### config.mk
export PLATFORM = sky130hd
export DESIGN_NAME = simd_pred_merge
export DESIGN_NICKNAME = d
export VERILOG_FILES = /design/src/rtl/simd_merge_pkg.sv /design/src/rtl/pred_mask_ctrl.sv /design/src/rtl/merge_datapath.sv /design/src/rtl/simd_pred_merge.sv
export SDC_FILE = /design/constraint.sdc
export NUM_CORES = 1
export LEC_CHECK = 0
export CORE_UTILIZATION = 36
export DETAILED_ROUTE_END_ITERATION = 8
export PLACE_DENSITY_LB_ADDON = 0.15
export REMOVE_ABC_BUFFERS = 1
export SLEW_MARGIN = 20
export SYNTH_ARGS = -nofsm -noshare
export SYNTH_HDL_FRONTEND = slang
export SYNTH_HIERARCHICAL = 1
export SYNTH_SLANG_ARGS = --single-unit
### constraint.sdc
create_clock -name clk -period 4.44 [get_ports clk]
set_input_delay 1.332 -clock clk [delete_from_list [all_inputs] [get_ports clk]]
set_output_delay 1.332 -clock clk [all_outputs]
set_load 0.02 [all_outputs]
### src/rtl/simd_merge_pkg.sv
package simd_merge_pkg;
  parameter int PART_W    = 8;
  parameter int NUM_PARTS = 8;
  localparam int DATA_W   = PART_W * NUM_PARTS;
  localparam int IDX_W    = $clog2(NUM_PARTS);
  localparam int EW_W     = $clog2(IDX_W + 1);

  typedef struct packed {
    logic [NUM_PARTS-1:0] partEn;
    logic                 regSel;
  } merge_strobe_t;
endpackage

### src/rtl/pred_mask_ctrl.sv
module pred_mask_ctrl
  import simd_merge_pkg::*;
(
  input  logic                 clk,
  input  logic                 rst,
  input  logic [EW_W-1:0]      elWidth,
  input  logic [NUM_PARTS-1:0] lanePred,
  input  logic [NUM_PARTS-1:0] parentMask,
  input  logic                 elseArm,
  input  logic                 regMode,
  output merge_strobe_t        strobe
);
  logic [NUM_PARTS-1:0] condMask;

  // widen each lane predicate over the partitions of its lane
  for (genvar p = 0; p < NUM_PARTS; p++) begin : g_widen
    logic [IDX_W-1:0] laneIdx;
    always_comb begin
      laneIdx     = IDX_W'(p) >> elWidth;
      condMask[p] = lanePred[laneIdx];
    end
  end

  always_comb begin
    strobe.regSel = regMode;
    if (elseArm) strobe.partEn = parentMask & ~condMask;
    else         strobe.partEn = parentMask & condMask;
  end

  // no enable outside the enclosing mask
  a_r4_within_parent: assert property (@(posedge clk) disable iff (rst)
    (strobe.partEn & ~parentMask) == '0);

  // else arm never enables a partition whose condition is true
  a_r5_else_disjoint: assert property (@(posedge clk) disable iff (rst)
    elseArm |-> ((strobe.partEn & condMask) == '0));

  // a single 64-bit lane enables all partitions or none
  a_r2_wide_uniform: assert property (@(posedge clk) disable iff (rst)
    (elWidth == 2'b11 && parentMask == '1) |->
      ($countones(strobe.partEn) == 0 || $countones(strobe.partEn) == NUM_PARTS));
endmodule

### src/rtl/merge_datapath.sv
module merge_datapath
  import simd_merge_pkg::*;
(
  input  logic              clk,
  input  logic              rst,
  input  merge_strobe_t     strobe,
  input  logic [DATA_W-1:0] dstWord,
  input  logic [DATA_W-1:0] srcWord,
  output logic [DATA_W-1:0] mergeOut
);
  logic [DATA_W-1:0] combWord;
  logic [DATA_W-1:0] regWord;

  for (genvar p = 0; p < NUM_PARTS; p++) begin : g_part
    always_comb begin
      if (strobe.partEn[p]) combWord[p*PART_W +: PART_W] = srcWord[p*PART_W +: PART_W];
      else                  combWord[p*PART_W +: PART_W] = dstWord[p*PART_W +: PART_W];
    end

    // a disabled partition of the direct path shows the destination
    a_r1_keep_dst: assert property (@(posedge clk) disable iff (rst)
      (!strobe.partEn[p] && !strobe.regSel) |->
        (mergeOut[p*PART_W +: PART_W] == dstWord[p*PART_W +: PART_W]));
  end

  always_ff @(posedge clk) begin
    if (rst) regWord <= '0;
    else     regWord <= combWord;
  end

  always_comb mergeOut = strobe.regSel ? regWord : combWord;

  // registered mode presents last edge's merge
  a_r6_reg_delay: assert property (@(posedge clk) disable iff (rst)
    $past(!rst) |-> (regWord == $past(combWord)));
endmodule

### src/rtl/simd_pred_merge.sv
module simd_pred_merge
  import simd_merge_pkg::*;
(
  input  logic              clk,
  input  logic              rst,
  input  logic [DATA_W-1:0] dstWord,
  input  logic [DATA_W-1:0] srcWord,
  input  logic [EW_W-1:0]   elWidth,
  input  logic [NUM_PARTS-1:0] lanePred,
  input  logic [NUM_PARTS-1:0] parentMask,
  input  logic              elseArm,
  input  logic              regMode,
  output logic [DATA_W-1:0] mergeOut,
  output logic [NUM_PARTS-1:0] partMask
);
  merge_strobe_t strobe;

  pred_mask_ctrl u_ctrl (
    .clk(clk), .rst(rst), .elWidth(elWidth), .lanePred(lanePred),
    .parentMask(parentMask), .elseArm(elseArm), .regMode(regMode),
    .strobe(strobe)
  );

  merge_datapath u_dp (
    .clk(clk), .rst(rst), .strobe(strobe), .dstWord(dstWord),
    .srcWord(srcWord), .mergeOut(mergeOut)
  );

  always_comb partMask = strobe.partEn;
endmodule

==> results.cfg, run 1 <==
[critical_path]
crit_cells = 11
crit_slowest_cell = mux4_2
arrival_ns = 3.52
path_cells = buf_8, buf_6, ha_4, mux2i_1, mux4_2, xnor2_1, and2_4, buf_12, mux2_4, mux2_4, buf_6
cpPeakStageDelay_ns = 0.48
start_kind = primary input
worst-path-buf-inv = 4
cp_data_required_time_ns = 3.11
endpoint_kind = output pin
critical_path_class = primary input to output pin
critPathTopFamily = multiplexers
critPathLaunch = elWidth[1]
crit_fanout = 5

[routing]
wirelength_microns = 11360
vias = 3391
drt_iter0_drc = 91
drc_errors = 0
ant_nets = 0
wl_per_cell_microns = 15.60
dr.pass1.iters = 4
routed_via_density = 4.658

[die]
ioPinCount = 222
start_util = 0.3698
rows = 38
die_w_microns = 107.8
die_h_microns = 107.8
core_area_sq_um = 10890
dieArea_sq_um = 11610

[yosys]
synth-edff-count = 0
synth_xor_area_frac = 0.01305
yosys_most_used_dff = dfxtp_1
seq_area_frac_synth = 0.3182
ys_types = 22
synth-compound-area-share = 0.001865
yosys.area_share.simple = 0.1224
yosys_register_bits = 64
synth_top_area_share = 0.3182
postSynthAreaPerCell_sq_um = 12.09
synth_common_cells = 65 x nor2b_1, 64 x dfxtp_1, 64 x mux2_2, 64 x mux2_4, 15 x mux2i_1
synthMuxAreaShare = 0.4773
ys_async_sr_fraction = 0
yosys.area.top_type = dfxtp_1
netlist_area_sq_um = 4026
synthCells = 333
ys_top_cells_by_area = dfxtp_1 32%, mux2_4 24%, mux2_2 18%
synthAdderAreaFrac = 0.01243
synth.most_common_cell = nor2b_1
yosysWarnings = 6
synth_top_family_by_area = multiplexers

[global_routing]
grt_pass1_vias = 3539
antenna_found_initial = 0
grtUsageTotal = 0.1891
gr-total-overflow = 0
grt_pass1_wl_microns = 17020
grt_max_degree = 65

[placed_design]
place.gp.congestion = 0.7862
dpl_cell_area_sq_um = 6444
port_buffers = 221
dp.final_hpwl_microns = 7860

[min_path]
worstHoldStart = rst
min_to = u_dp/regWord[31]$_SDFF_PP0_
min_path_cells = 2
hold_class = primary input to register

[finish]
syn2layout_area_growth_pct = 79.27
n_antenna_cell = 0
drive_gt1_frac = 0.4898
fin_area_sq_um = 7218
nets = 738
multi_input_area_sq_um = 2759
nFillCells = 863
largest_register_ffs = 64
ff_latch_area_sq_um = 1281
top_regs = u_dp/regWord (64)
regMostFlops = u_dp/regWord

[clocking]
clk_pin_slew_ns = 0.08
cts.sinks = 64
clockBufferDepth = 2
root_buffer = clkbuf_8
numCtsBuffers = 9
htreeDepth = 3
cts_tree = done

[outcome]
status = finished, violations left
violations = negative setup slack

[sta]
slew-limit-headroom = 0.5382
rsz0062_at_grt = yes
period_share = 1.093
worstMarginPinSlew_ns = 0.6926
max_freq_mhz = 206.0
maxSlewViolCount = 0
hold_viol_final = 0
fin_ws_ns = -0.4136
period_needed_ns = 4.854
setup_violations = 56

[pwr]
p_leak_uw = 0.003162
ir_drop_uv = 193.8
p_total_uw = 2034
cellPowerDensity_nw_per_um2 = 281.8

[flow_run]
maxCapViolations = 0
==> power breakdown <==
| part | internal, uW | switching, uW | leakage (uW) | total (uW) |
|---|---|---|---|---|
| Sequential | 620 | 11.4 | 0.000533 | 632 |
| Combinational | 540 | 326 | 0.00252 | 866 |
| Clock | 312 | 225 | 0.000103 | 537 |
| Total | 1470 | 562 | 0.00316 | 2030 |
==> per-layer routing <==
| layer | up-vias | share of wire | global-route usage |
|---|---|---|---|
| met2 | 127 | 0.53 | 0.3471 |
| met3 | 23 | 0.064 | 0.05145 |
| met5 | - | 0 | 0 |
| met4 | 0 | 0.028 | 0.08121 |
| li1 | 1638 | - | - |
| met1 | 1603 | 0.38 | 0.2012 |
==> logic make-up (layout without fill, tap and decap cells) <==
| logic type | count (synthesis) | after routing |
|---|---|---|
| muxes | 147 | 147 |
| and+or+nand+nor | 81 | 82 |
| DFF | 64 | 64 |
| buffers and inverters | 30 | 284 |
| xor gates and xnor gates | 6 | 6 |
| adders and majority gates | 4 | 4 |
| AOI/OAI and AO/OA | 1 | 1 |
==> how the worst max path moves through the flow <==
stage	to	slack (ns)
after floorplan	mergeOut[32]	-0.72
after global placement	mergeOut[53]	-1.35
after detailed placement	mergeOut[50]	-1.41
after CTS	mergeOut[57]	-0.43
after global routing	mergeOut[41]	-0.48
final	mergeOut[57]	-0.41
==> cells in the final DEF (no fill, tap or decap), types with 2 or more instances in the layout <==
master,Yosys,routed
mux2_4,64,85
bufinv_16,0,2
clkbuf_2,1,9
mux4_2,4,4
buf_2,4,4
nand2_1,4,4
buf_6,10,75
buf_16,0,2
clkbuf_1,6,2
buf_4,7,18
mux2i_4,0,3
ha_4,0,4
dfxtp_1,64,64
nor2b_1,65,65
mux2_2,64,43
mux2i_1,15,11
buf_8,0,2
clkbuf_8,0,9
buf_12,0,8
dlygate4sd2_1,0,9
xor2_2,0,2
clkdlybuf4s50_1,0,137
and2_4,0,7
xnor2_1,3,2
clkinv_2,0,2
nand2b_1,2,2
==> what timing repair did <==
item	CTS	global route
gates resized for setup	434	52
buffers inserted	19	6
gates cloned	4	1
pin swaps	16	12
setup endpoints to repair	72	68
hold buffers	0	0
==> through the flow <==
step	setup slack (ns)	setup TNS [ns]	hold WS (ns)	util	cells
final	-0.4136	-17.56	1.520	0.6630	728
after detailed placement	-1.408	-78.54	1.883	0.5918	686
after floorplan	-0.7162	-28.02	1.404	-	305
after global routing	-0.4845	-22.01	1.531	0.6630	728
after global placement	-1.352	-75.55	2.056	0.5916	686
after CTS	-0.4332	-17.62	1.505	0.6495	723
==> layout make-up <==
| class | count | share of cell area |
|---|---|---|
| sequential | 64 | 0.1775 |
| inverter | 2 | 0.002080 |
| clock buffer | 11 | 0.01820 |
| clock inverter | 4 | 0.009707 |
| multi-input combinational | 240 | 0.3822 |
| timing repair buffer | 267 | 0.3860 |
| tap | 140 | 0.02427 |
Note: power is estimated with default switching activity, not from simulation.
==> inputs of run 2 (changes only) <==
--- a/config.mk
+++ b/config.mk
@@ -6,6 +6,7 @@
 export NUM_CORES = 1
 export LEC_CHECK = 0
 export CORE_UTILIZATION = 36
+export CTS_CLUSTER_SIZE = 30
 export DETAILED_ROUTE_END_ITERATION = 8
 export PLACE_DENSITY_LB_ADDON = 0.15
 export REMOVE_ABC_BUFFERS = 1
==> results of run 2 <==
No change in the layout: final DEF, timing and power equal those of run 1.
